## config.mk

```make
export PLATFORM = sky130hd
export DESIGN_NAME = irq_prio_ctrl
export DESIGN_NICKNAME = d
export VERILOG_FILES = /design/src/rtl/irqc_pkg.sv /design/src/rtl/irqc_pend.sv /design/src/rtl/irqc_prio_regs.sv /design/src/rtl/irqc_arb.sv /design/src/rtl/irq_prio_ctrl.sv
export SDC_FILE = /design/constraint.sdc
export NUM_CORES = 2
export LEC_CHECK = 0
export BUFFER_PORTS_ARGS = -buffer_cell sky130_fd_sc_hd__buf_4
export CAP_MARGIN = 40
export CELL_PAD_IN_SITES_DETAIL_PLACEMENT = 1
export CELL_PAD_IN_SITES_GLOBAL_PLACEMENT = 1
export CORE_ASPECT_RATIO = 1.75
export CORE_MARGIN = 2
export CORE_UTILIZATION = 46
export CTS_CLUSTER_DIAMETER = 80
export DETAILED_ROUTE_END_ITERATION = 16
export HOLD_SLACK_MARGIN = 0.02
export PLACE_DENSITY_LB_ADDON = 0.25
export SLEW_MARGIN = 5
export SYNTH_ARGS = -nofsm -noshare
export SYNTH_HDL_FRONTEND = slang
export SYNTH_HIERARCHICAL = 1
export SYNTH_SLANG_ARGS = --single-unit
export TNS_END_PERCENT = 100
```

## constraint.sdc

```tcl
create_clock -name clk -period 15.5 [get_ports clk]
set_clock_uncertainty 0.15 [all_clocks]
set_input_delay 0.775 -clock clk [delete_from_list [all_inputs] [get_ports clk]]
set_output_delay 0.775 -clock clk [all_outputs]
set_load 0.05 [all_outputs]
```

## src/rtl/irqc_pkg.sv

```systemverilog
package irqc_pkg;
    parameter int NUM_LINES = 64;
    parameter int PRIO_W    = 8;
    localparam int IDX_W    = $clog2(NUM_LINES);
    localparam int RUN_W    = PRIO_W + 1;
    localparam logic [PRIO_W-1:0] PRIO_LOWEST = {PRIO_W{1'b1}};
    localparam logic [RUN_W-1:0]  RUN_IDLE    = RUN_W'(1) << PRIO_W;

    typedef logic [NUM_LINES-1:0] line_vec_t;

    typedef struct packed {
        logic              vld;
        logic [PRIO_W-1:0] prio;
        logic [IDX_W-1:0]  idx;
    } arb_node_t;

    // pick between a lower-numbered (a) and higher-numbered (b) candidate
    function automatic arb_node_t arb_pick(arb_node_t a, arb_node_t b);
        if (b.vld && (!a.vld || (b.prio < a.prio)))
            return b;
        return a;
    endfunction
endpackage

```

## src/rtl/irqc_pend.sv

```systemverilog
module irqc_pend
    import irqc_pkg::*;
#(
    parameter int N = NUM_LINES
) (
    input  logic         clk,
    input  logic         rst,
    input  logic [N-1:0] raise_vec,
    input  logic         bypass_req,
    input  logic [N-1:0] en_set,
    input  logic [N-1:0] en_clr,
    input  logic [N-1:0] pend_clr,
    input  logic         clr_enabled_all,
    input  logic         clr_all,
    input  logic         lock_wr,
    input  logic         lock_val,
    output logic [N-1:0] status_q,
    output logic [N-1:0] raw_q,
    output logic         lock_q,
    output logic         wake_q
);
    logic [N-1:0] mask_q, mask_nx, newly_on, raw_nx, status_nx;
    logic         lock_nx, bypass_q, bypass_nx, bypass_eff, hw_any;
    logic         wake_hw, wake_en, wake_unlock, wake_nx;

    always_comb begin
        mask_nx  = (mask_q | en_set) & ~en_clr;
        newly_on = mask_nx & ~mask_q;

        raw_nx    = raw_q;
        status_nx = status_q;
        if (clr_all) begin
            raw_nx    = '0;
            status_nx = '0;
        end else if (clr_enabled_all) begin
            raw_nx    = raw_q & ~mask_q;
            status_nx = '0;
        end
        raw_nx    = raw_nx & ~pend_clr;
        status_nx = status_nx & ~pend_clr;
        raw_nx    = raw_nx | raise_vec;
        status_nx = status_nx | (raise_vec & mask_nx) | (newly_on & raw_nx);

        lock_nx    = lock_wr ? lock_val : lock_q;
        hw_any     = |raise_vec;
        bypass_eff = bypass_q | bypass_req;
        bypass_nx  = bypass_eff & ~hw_any;

        wake_hw     = hw_any & (~lock_q | bypass_eff);
        wake_en     = (|(newly_on & raw_nx)) & ~lock_q;
        wake_unlock = lock_q & ~lock_nx & (|status_nx);
        wake_nx     = wake_hw | wake_en | wake_unlock;
    end

    always_ff @(posedge clk) begin
        if (rst) begin
            mask_q   <= '0;
            raw_q    <= '0;
            status_q <= '0;
            lock_q   <= 1'b0;
            bypass_q <= 1'b0;
            wake_q   <= 1'b0;
        end else begin
            mask_q   <= mask_nx;
            raw_q    <= raw_nx;
            status_q <= status_nx;
            lock_q   <= lock_nx;
            bypass_q <= bypass_nx;
            wake_q   <= wake_nx;
        end
    end

    AST_STATUS_IN_RAW: assert property (@(posedge clk) disable iff (rst)
        (status_q & ~raw_q) == '0);
    AST_BYPASS_SPENT: assert property (@(posedge clk) disable iff (rst)
        (|raise_vec) |=> !bypass_q);
    AST_LOCKED_QUIET: assert property (@(posedge clk) disable iff (rst)
        (lock_q && lock_nx && !bypass_eff) |=> !wake_q);
endmodule

```

## src/rtl/irqc_prio_regs.sv

```systemverilog
module irqc_prio_regs
    import irqc_pkg::*;
#(
    parameter int N = NUM_LINES
) (
    input  logic              clk,
    input  logic              rst,
    input  logic              prio_wr,
    input  logic [IDX_W-1:0]  prio_idx,
    input  logic [PRIO_W-1:0] prio_val,
    input  logic              run_wr,
    input  logic [RUN_W-1:0]  run_val,
    output logic [PRIO_W-1:0] prio_q [N],
    output logic [RUN_W-1:0]  run_q
);
    for (genvar i = 0; i < N; i++) begin : g_prio
        always_ff @(posedge clk) begin
            if (rst)
                prio_q[i] <= PRIO_LOWEST;
            else if (prio_wr && (prio_idx == IDX_W'(i)))
                prio_q[i] <= prio_val;
        end
    end

    always_ff @(posedge clk) begin
        if (rst)
            run_q <= RUN_IDLE;
        else if (run_wr)
            run_q <= run_val;
    end
endmodule

```

## src/rtl/irqc_arb.sv

```systemverilog
module irqc_arb
    import irqc_pkg::*;
#(
    parameter int N = NUM_LINES
) (
    input  logic [N-1:0]      req,
    input  logic [PRIO_W-1:0] prio [N],
    input  logic [RUN_W-1:0]  run_prio,
    input  logic              locked,
    output logic              win_valid,
    output logic [IDX_W-1:0]  win_idx,
    output logic [PRIO_W-1:0] win_prio
);
    localparam int LVL    = (N > 1) ? $clog2(N) : 1;
    localparam int LEAVES = 1 << LVL;
    localparam int NODES  = 2 * LEAVES - 1;

    arb_node_t tree [NODES];

    for (genvar i = 0; i < LEAVES; i++) begin : g_leaf
        if (i < N) begin : g_real
            assign tree[LEAVES-1+i] = '{vld: req[i], prio: prio[i], idx: IDX_W'(i)};
        end else begin : g_pad
            assign tree[LEAVES-1+i] = '0;
        end
    end

    for (genvar k = 0; k < LEAVES - 1; k++) begin : g_node
        assign tree[k] = arb_pick(tree[2*k+1], tree[2*k+2]);
    end

    assign win_valid = tree[0].vld && !locked && ({1'b0, tree[0].prio} < run_prio);
    assign win_idx   = tree[0].idx;
    assign win_prio  = tree[0].prio;
endmodule

```

## src/rtl/irq_prio_ctrl.sv

```systemverilog
module irq_prio_ctrl
    import irqc_pkg::*;
(
    input  logic                 clk,
    input  logic                 rst,
    input  logic [NUM_LINES-1:0] raise_vec,
    input  logic                 bypass_req,
    input  logic [NUM_LINES-1:0] en_set,
    input  logic [NUM_LINES-1:0] en_clr,
    input  logic [NUM_LINES-1:0] pend_clr,
    input  logic                 clr_enabled_all,
    input  logic                 clr_all,
    input  logic                 prio_wr,
    input  logic [IDX_W-1:0]     prio_idx,
    input  logic [PRIO_W-1:0]    prio_val,
    input  logic                 run_wr,
    input  logic [RUN_W-1:0]     run_val,
    input  logic                 lock_wr,
    input  logic                 lock_val,
    output logic                 wake,
    output logic                 win_valid,
    output logic [IDX_W-1:0]     win_idx,
    output logic [NUM_LINES-1:0] pend_status,
    output logic [NUM_LINES-1:0] pend_raw
);
    logic              lock_q;
    logic [PRIO_W-1:0] prio_q [NUM_LINES];
    logic [RUN_W-1:0]  run_q;
    logic [PRIO_W-1:0] win_prio;

    irqc_pend #(.N(NUM_LINES)) u_pend (
        .clk(clk), .rst(rst),
        .raise_vec(raise_vec), .bypass_req(bypass_req),
        .en_set(en_set), .en_clr(en_clr), .pend_clr(pend_clr),
        .clr_enabled_all(clr_enabled_all), .clr_all(clr_all),
        .lock_wr(lock_wr), .lock_val(lock_val),
        .status_q(pend_status), .raw_q(pend_raw),
        .lock_q(lock_q), .wake_q(wake)
    );

    irqc_prio_regs #(.N(NUM_LINES)) u_prio (
        .clk(clk), .rst(rst),
        .prio_wr(prio_wr), .prio_idx(prio_idx), .prio_val(prio_val),
        .run_wr(run_wr), .run_val(run_val),
        .prio_q(prio_q), .run_q(run_q)
    );

    irqc_arb #(.N(NUM_LINES)) u_arb (
        .req(pend_status), .prio(prio_q), .run_prio(run_q), .locked(lock_q),
        .win_valid(win_valid), .win_idx(win_idx), .win_prio(win_prio)
    );

    AST_LOCK_NO_WINNER: assert property (@(posedge clk) disable iff (rst)
        lock_q |-> !win_valid);
    AST_WINNER_PENDING: assert property (@(posedge clk) disable iff (rst)
        win_valid |-> pend_status[win_idx]);
    AST_WINNER_BEATS_RUN: assert property (@(posedge clk) disable iff (rst)
        win_valid |-> ({1'b0, prio_q[win_idx]} < run_q));
    AST_RESET_QUIET: assert property (@(posedge clk)
        $past(rst) |-> (!wake && pend_raw == '0 && !win_valid));
endmodule

```

# [Word level (Yosys, flattened, before mapping)]
# Index checks and enable logic that the tools add are counted.
[classes] n_lt_le_gt_ge=64 eq_ne=63 muxes=194 bitwise=26 reduce_logical=260
[ops] cell="15-bit 2-to-1 mux" n=126
[ops] cell="8-bit < comparator" n=63
[ops] cell="64-bit bitwise AND" n=7
[ops] cell="64-bit 2-to-1 mux" n=4
[ops] cell="64-bit bitwise OR" n=4
[ops] cell="6-bit == test, second input constant" n=32
[ops] cell="64-bit NOT" n=3
[ops] cell="64-bit OR reduction" n=3
[ops] cell="1-bit logical AND" n=129
[ops] cell="6-bit by 5-bit == test with 1-bit output, second input constant" n=16
[ops] cell="1-bit logical NOT" n=64
[ops] cell="1-bit 2-to-1 mux" n=64
[ops] cell="1-bit logical OR" n=63
[ops] cell="6-bit by 4-bit == test with 1-bit output, second input constant" n=8
[ops] cell="6-bit by 3-bit == test with 1-bit output, second input constant" n=4
[ops] cell="6-bit by 2-bit == test with 1-bit output, second input constant" n=2
[ops] cell="8-bit by 9-bit < comparator with 1-bit output" n=1
[ops] cell="6-bit by 1-bit == test with 1-bit output, second input constant" n=1
[ops] cell="6-bit logical NOT" n=1
[ops] cell="1-bit bitwise AND" n=5
[ops] cell="1-bit bitwise OR" n=4
[ops] cell="1-bit NOT" n=3
[word_totals] reg_bits=716 inputBits=288 word_cells=678

# [Depth between registers and ports, before layout]
[depth] depth_word=32 depth_mapped=75

# [Cells and area by module]
# Netlist, hierarchy kept.
[by_module_without_submodules] module="irqc_arb" instances=1 cells_each=2930 area_per_inst_um2=20089.3 seq_area_each_um2=0.0
[by_module_without_submodules] module="irqc_prio_regs" instances=1 cells_each=1351 area_per_inst_um2=17107.7 seq_area_each_um2=10430.0
[by_module_without_submodules] module="irqc_pend" instances=1 cells_each=1185 area_per_inst_um2=9027.4 seq_area_each_um2=3903.7

# [Worst setup path after synthesis]
# No wires, ideal clock.
[synth_timing] kind="reg2out" startpoint="reg u_pend.status_q[42]" endpoint="out win_valid" t_arrival_ns=14.123 required_ns=14.575 setup_slack_ns=0.452 path_stages_with_launch=73 cell_sequence="dfxtp_1 > nand2_1 > nor4b_1 > o31a_1 > nor2_1 > clkbuf_1 > a21oi_1 > inv_1 > ha_1 > a21o_1 > a21o_1 > a211oi_1 > o22ai_1 > a21o_1 > nor3_2 > buf_2 > mux2_2 > ha_1 > [... 37 more ...] > a21oi_1 > nor2_1 > a211o_1 > o21ai_0 > nand2b_1 > clkbuf_1 > o31a_4 > buf_6 > o22a_1 > ha_1 > a21o_1 > a21oi_1 > nor2b_1 > o21ai_0 > nand2b_1 > a21oi_1 > o21ai_0 > a21oi_1"
[synth_between] elab_chain_cells=32
[synth_lines] item="from (decl)" line_no="irqc_pend.sv:17" source="output logic [N-1:0] status_q,"
[synth_lines] item="from (signal assigned)" line_no="irqc_pend.sv:66" source="status_q <= status_nx;"
[synth_lines] item="1-bit logical NOT" line_no="irqc_pkg.sv:19" source="if (b.vld && (!a.vld || (b.prio < a.prio)))"
[synth_lines] item="1-bit logical OR" line_no="irqc_pkg.sv:19"
[synth_lines] item="1-bit logical AND" line_no="irqc_pkg.sv:19"
[synth_lines] item="1-bit 2-to-1 mux" line_no="irqc_pkg.sv:19"
[synth_lines] item="15-bit 2-to-1 mux (*)" line_no="irqc_pkg.sv:21" source="return a;"
[synth_lines] item="8-bit < comparator" line_no="irqc_pkg.sv:19"
[synth_lines] item="1-bit logical OR" line_no="irqc_pkg.sv:19"
[synth_lines] item="1-bit logical AND" line_no="irqc_pkg.sv:19"
[synth_lines] item="[... 17 more ...]"
[synth_lines] item="8-bit < comparator" line_no="irqc_pkg.sv:19"
[synth_lines] item="1-bit logical OR" line_no="irqc_pkg.sv:19"
[synth_lines] item="1-bit logical AND" line_no="irqc_pkg.sv:19"
[synth_lines] item="1-bit 2-to-1 mux" line_no="irqc_pkg.sv:19"
[synth_lines] item="15-bit 2-to-1 mux (*)" line_no="irqc_pkg.sv:21"
[synth_lines] item="via win_prio[2]" line_no="irq_prio_ctrl.sv:29" source="logic [PRIO_W-1:0] win_prio;"
[synth_lines] item="8-bit by 9-bit < comparator with 1-bit output (*)" line_no="irqc_arb.sv:32" source="assign win_valid = tree[0].vld && !locked && ({1'b0, tree[0].prio} < run_prio);"
[synth_lines] item="1-bit logical AND (*)" line_no="irqc_arb.sv:32"
[synth_lines] item="to (decl)" line_no="irq_prio_ctrl.sv:21" source="output logic win_valid,"
# The timed path passes the listed nets; every way through them passes the cells marked *. The select of a mux whose other input is x is not followed.

# [Worst setup path in the final report]
[layout_timing] startpoint="reg u_prio/prio_q[169] (netlist name)" endpoint="out win_valid"
[layout_between] elab_chain_cells=32
[layout_lines] item="from (decl)" line_no="irqc_prio_regs.sv:13" source="output logic [PRIO_W-1:0] prio_q [N],"
[layout_lines] item="from (signal, indexed assignment)" line_no="irqc_prio_regs.sv:21" source="prio_q[i] <= prio_val;"
[layout_lines] item="8-bit < comparator" line_no="irqc_pkg.sv:19"
[layout_lines] item="1-bit logical OR" line_no="irqc_pkg.sv:19"
[layout_lines] item="1-bit logical AND" line_no="irqc_pkg.sv:19"
[layout_lines] item="1-bit 2-to-1 mux" line_no="irqc_pkg.sv:19"
[layout_lines] item="15-bit 2-to-1 mux (*)" line_no="irqc_pkg.sv:21"
[layout_lines] item="8-bit < comparator" line_no="irqc_pkg.sv:19"
[layout_lines] item="1-bit logical OR" line_no="irqc_pkg.sv:19"
[layout_lines] item="1-bit logical AND" line_no="irqc_pkg.sv:19"
[layout_lines] item="[... 17 more ...]"
[layout_lines] item="8-bit < comparator" line_no="irqc_pkg.sv:19"
[layout_lines] item="1-bit logical OR" line_no="irqc_pkg.sv:19"
[layout_lines] item="1-bit logical AND" line_no="irqc_pkg.sv:19"
[layout_lines] item="1-bit 2-to-1 mux" line_no="irqc_pkg.sv:19"
[layout_lines] item="15-bit 2-to-1 mux (*)" line_no="irqc_pkg.sv:21"
[layout_lines] item="via win_prio[2]" line_no="irq_prio_ctrl.sv:29"
[layout_lines] item="8-bit by 9-bit < comparator with 1-bit output (*)" line_no="irqc_arb.sv:32"
[layout_lines] item="1-bit logical AND (*)" line_no="irqc_arb.sv:32"
# Marked as above.

==> impl_summary.log <==
[metrics] Detail Route Antenna Nets: 0
[metrics] result of the run: finished, final reports clean
[metrics] Sink Count: 716
[metrics] number of flops mapped to enable cells by yosys: 0
[metrics] I/O pin count: 424
[metrics] sequential-to-total area share from yosys stat: 0.310
[metrics] die footprint: 0.103 mm^2
[metrics] critical path data required time: 14.58 ns
[metrics] critical path class: reg -> out
[metrics] residual DRC count: 0
[metrics] master of the slowest instance on the critical path: sky130_fd_sc_hd__dfxtp_1
[metrics] setup violators final: 0
[metrics] final total negative setup slack: 0 ns
[metrics] number of global-route vias before repair: 50,400
[metrics] CP Launch Type: register
[metrics] Row Count: 153
[metrics] share of cells above drive strength 1: 0.158
[metrics] router iterations before antenna repair: 5
[metrics] setup slack of the worst register-to-register path: 12.59 ns
[metrics] leakage power of the design: 25.0 nW
[metrics] instance count of the mapped netlist: 5,466
[metrics] post-synthesis area per instance: 8.46 um^2
[metrics] Fin. Hold Viols: 0
[metrics] count of state elements after synthesis: 716
[metrics] most instantiated flip-flop cell in the synthesis netlist: sky130_fd_sc_hd__dfxtp_1
[metrics] total via count after detailed routing: 47,600
[metrics] IO Port Bufs: 423
[metrics] combined area of all synthesized cells: 0.0462 mm^2
[metrics] maximum buffer depth of the clock tree: 3
[metrics] via-per-instance ratio: 6.56
[metrics] detailed router's first-iteration violation count: 2,848
[metrics] worst-case hold slack: 0.110 ns
[metrics] highest fanout seen on the critical path: 13
[metrics] Core Region: 0.0995 mm^2
[metrics] Wirelength per Cell: 28.3 um
[metrics] depth of the worst register-to-register path: 7
[metrics] clock tree from TritonCTS: done
[metrics] time the worst path needs with I/O delays and setup: 14.95 ns
[metrics] WHS Path Cells: 2
[metrics] cell area power density: 98.2 mW/mm^2
[metrics] share of the cycle needed by the critical path after routing: 0.964
[metrics] max-capacitance violation count: 0
[metrics] yosys warns: 6
[metrics] buffer type at the clock tree root: sky130_fd_sc_hd__clkbuf_16
[metrics] clock transition at the registers of the reported paths: 0.07 ns
[metrics] insertion delay of the later-clocked pin in the worst-skew pair: 0.69 ns
[metrics] most used cell, CP: sky130_fd_sc_hd__a21o_1
[metrics] hold path start: en_clr[33]
[metrics] Routed WL: 205,000 um
[metrics] unique cell type count in the Yosys netlist: 106
[metrics] total half-perimeter wirelength after legalization and detailed placement: 156,000 um
[metrics] initial antenna violation count: 19
[metrics] Min-Delay Endpoint: u_pend/mask_q[33]$_SDFF_PP0_
[metrics] final number of max-transition violations: 0
[metrics] worst stage delay on the critical path: 0.37 ns
[metrics] area added between synthesis and finish: 17.7%
[metrics] count of nets after finishing: 6,582
[metrics] Num CTS Buffers: 74
[metrics] initial core utilization: 0.464
[metrics] maximum number of pins on one net before global-route repair: 192
[metrics] worst hold path class: in -> reg
[metrics] share of flip-flops with an asynchronous set or reset: 0
[metrics] final total power: 5.34 mW
[metrics] global routing usage summed across all routing layers: 0.384
[metrics] worst-case vdd ir drop: 0.0877 mV
[metrics] x dimension of the die: 244 um
[metrics] slew at the pin closest to its max-slew limit: 1.06 ns
[metrics] gp weighted congestion: 1.01
[metrics] first-pass GRT wire length: 303,000 um
[metrics] floorplan die height: 423 um
[metrics] deepest level of the CTS H-tree: 3
[metrics] worst r2r dst: u_pend/wake_q$_SDFF_PP0_
[metrics] Crit path arrival time: 14.02 ns
[metrics] Max-Slew Margin vs Limit: 0.292
[metrics] end-of-flow core utilization: 0.546
[metrics] nature of the critical path endpoint: output port
[metrics] fmax: 0.0669 GHz
[metrics] worst r2r src: u_pend/raw_q[24]$_SDFF_PP0_
[metrics] Remaining Overflow, GRT: 0
[metrics] hold buffer count at cts: 0
[metrics] nets in the synthesized netlist: 6,172
flip-flops by register name, indices dropped and copies added (netlist names):
register and flops:
u_prio/prio_q 512, u_pend/status_q 64, u_prio/run_q 9, u_pend/raw_q 64, u_pend/bypass_q 1, u_pend/mask_q 64
u_pend/lock_q 1, u_pend/wake_q 1
cells in the mapped netlist, drive strengths merged, types with 17 or more instances:
cell	instances	share of area
and2	37	0.0050
o31ai	18	0.0029
mux2i	188	0.041
ha	418	0.11
nand2b	72	0.0097
nor3	118	0.013
a21o	59	0.0096
clkbuf	191	0.016
a21oi	347	0.038
o211ai	65	0.011
nand3	55	0.0060
o21ai	220	0.024
nand2	398	0.033
o211a	17	0.0037
and3	18	0.0024
inv	435	0.035
nor3b	81	0.013
nor2	613	0.050
a2111oi	19	0.0045
dfxtp	716	0.31
nand4	87	0.012
or3	21	0.0028
a31oi	43	0.0060
o21a	36	0.0058
nor2b	59	0.0080
buf	73	0.0087
a211o	32	0.0061
o21bai	33	0.0054
nor4	51	0.0072
a221o	517	0.11
a211oi	63	0.011
nand3b	24	0.0039
mux2	84	0.021
power by group:
group          leakage (nW)  internal [mW]  switching, mW
Combinational          17.9          0.531          0.926
Clock                  1.26           1.13          0.833
Sequential             5.83           1.88         0.0455
Total                  25.0           3.54           1.80
metrics by stage:
stage	cells	cell area, um^2	worst slack (ns)
after detailed placement	7091	51300	-0.525
after global routing	7248	54400	-0.141
after global placement	7067	51000	-0.568
after CTS	7225	54000	0.00807
after floorplan	5466	46200	0.452
final	7254	54400	0.554
how the worst max path moves through the flow:
stage                                                from         to  depth (start not counted)
final                     u_prio/prio_q[169]$_SDFFE_PP1P_  win_valid                         71
after global routing      u_prio/prio_q[137]$_SDFFE_PP1P_  win_valid                         68
after CTS                 u_prio/prio_q[105]$_SDFFE_PP1P_  win_valid                         66
after detailed placement  u_prio/prio_q[169]$_SDFFE_PP1P_  win_valid                         68
after global placement    u_prio/prio_q[169]$_SDFFE_PP1P_  win_valid                         67
after floorplan            u_pend/status_q[42]$_SDFF_PP0_  win_valid                         72
cell families (layout without fill, tap and decap cells):
family / count (synthesis) / in the layout / share of synthesized area
AO/OA/AOI/OAI: 1653 / 1654 / 0.275
adder cells (fa/ha/maj): 426 / 426 / 0.115
buffers and inverters: 699 / 1160 / 0.0595
flip-flops: 716 / 716 / 0.310
multiplexers: 272 / 272 / 0.0613
other: 0 / 9 / 0
AND/OR/NAND/NOR: 1700 / 1700 / 0.179
area by class of cell:
type	count	area, um^2
timing repair buffer	597	4670
inverter	435	1640
antenna	9	22.5
clock inverter	28	394
clock buffer	100	2160
tap	1317	1650
fill	11900	45100
multi-input combinational	4052	29500
sequential	716	14300
what timing repair did:
item | CTS | global route
endpoints found under the setup margin | 4 | 1
pin swaps | 3 | 8
buffers inserted | 6 | 16
resized for setup | 13 | 79
gates cloned | 0 | 1
cell usage in the layout, fill, tap and decap left out, types with 13 or more instances in the layout:
master / netlist / final
sky130_fd_sc_hd__nor2b_1: 59 / 59
sky130_fd_sc_hd__nor3_1: 116 / 112
sky130_fd_sc_hd__nand2_1: 394 / 385
sky130_fd_sc_hd__nor3b_1: 80 / 79
sky130_fd_sc_hd__o21a_1: 36 / 36
sky130_fd_sc_hd__or3_1: 21 / 21
sky130_fd_sc_hd__nand2b_1: 72 / 72
sky130_fd_sc_hd__a21o_1: 59 / 58
sky130_fd_sc_hd__a211oi_1: 62 / 57
sky130_fd_sc_hd__nor2_1: 611 / 608
sky130_fd_sc_hd__o21ai_1: 11 / 20
sky130_fd_sc_hd__nand3b_1: 24 / 24
sky130_fd_sc_hd__o311a_1: 13 / 13
sky130_fd_sc_hd__a31oi_1: 42 / 42
sky130_fd_sc_hd__nor4_1: 50 / 49
sky130_fd_sc_hd__ha_1: 418 / 418
sky130_fd_sc_hd__o211ai_1: 64 / 64
sky130_fd_sc_hd__buf_4: 10 / 573
sky130_fd_sc_hd__a211o_1: 32 / 30
sky130_fd_sc_hd__o31ai_1: 18 / 17
sky130_fd_sc_hd__a21oi_1: 345 / 334
sky130_fd_sc_hd__dfxtp_1: 716 / 716
sky130_fd_sc_hd__and2_1: 37 / 37
sky130_fd_sc_hd__mux2_2: 79 / 79
sky130_fd_sc_hd__mux2i_1: 188 / 186
sky130_fd_sc_hd__o21ai_0: 209 / 195
sky130_fd_sc_hd__o22a_1: 13 / 13
sky130_fd_sc_hd__o21bai_1: 33 / 32
sky130_fd_sc_hd__a221o_1: 517 / 517
sky130_fd_sc_hd__clkbuf_8: 0 / 13
sky130_fd_sc_hd__inv_1: 435 / 434
sky130_fd_sc_hd__clkbuf_16: 0 / 78
sky130_fd_sc_hd__nand3_1: 55 / 55
sky130_fd_sc_hd__o22ai_1: 14 / 13
sky130_fd_sc_hd__o211a_1: 17 / 17
sky130_fd_sc_hd__and3_1: 18 / 17
sky130_fd_sc_hd__nand4_1: 86 / 86
metal layers:
layer,part of all wire,global-route usage,wire length (um),vias up
met5,0.00050,0,102,-
met4,0.11,0.359,22000,16
met3,0.070,0.0887,14300,779
met2,0.48,0.662,97600,1832
met1,0.35,0.380,71000,23600
li1,-,-,-,21400
worst max-delay path: cells and delay by family, from the launching register on:
family | cells | cell delay [ns]
buffers and inverters | 8 | 1.20
and+or+nand+nor | 18 | 2.34
DFF | 1 | 0.37
adders and majority gates | 7 | 2.11
AOI/OAI and AO/OA | 37 | 6.91
muxes | 1 | 0.37
(Power assumes the default switching activity.)
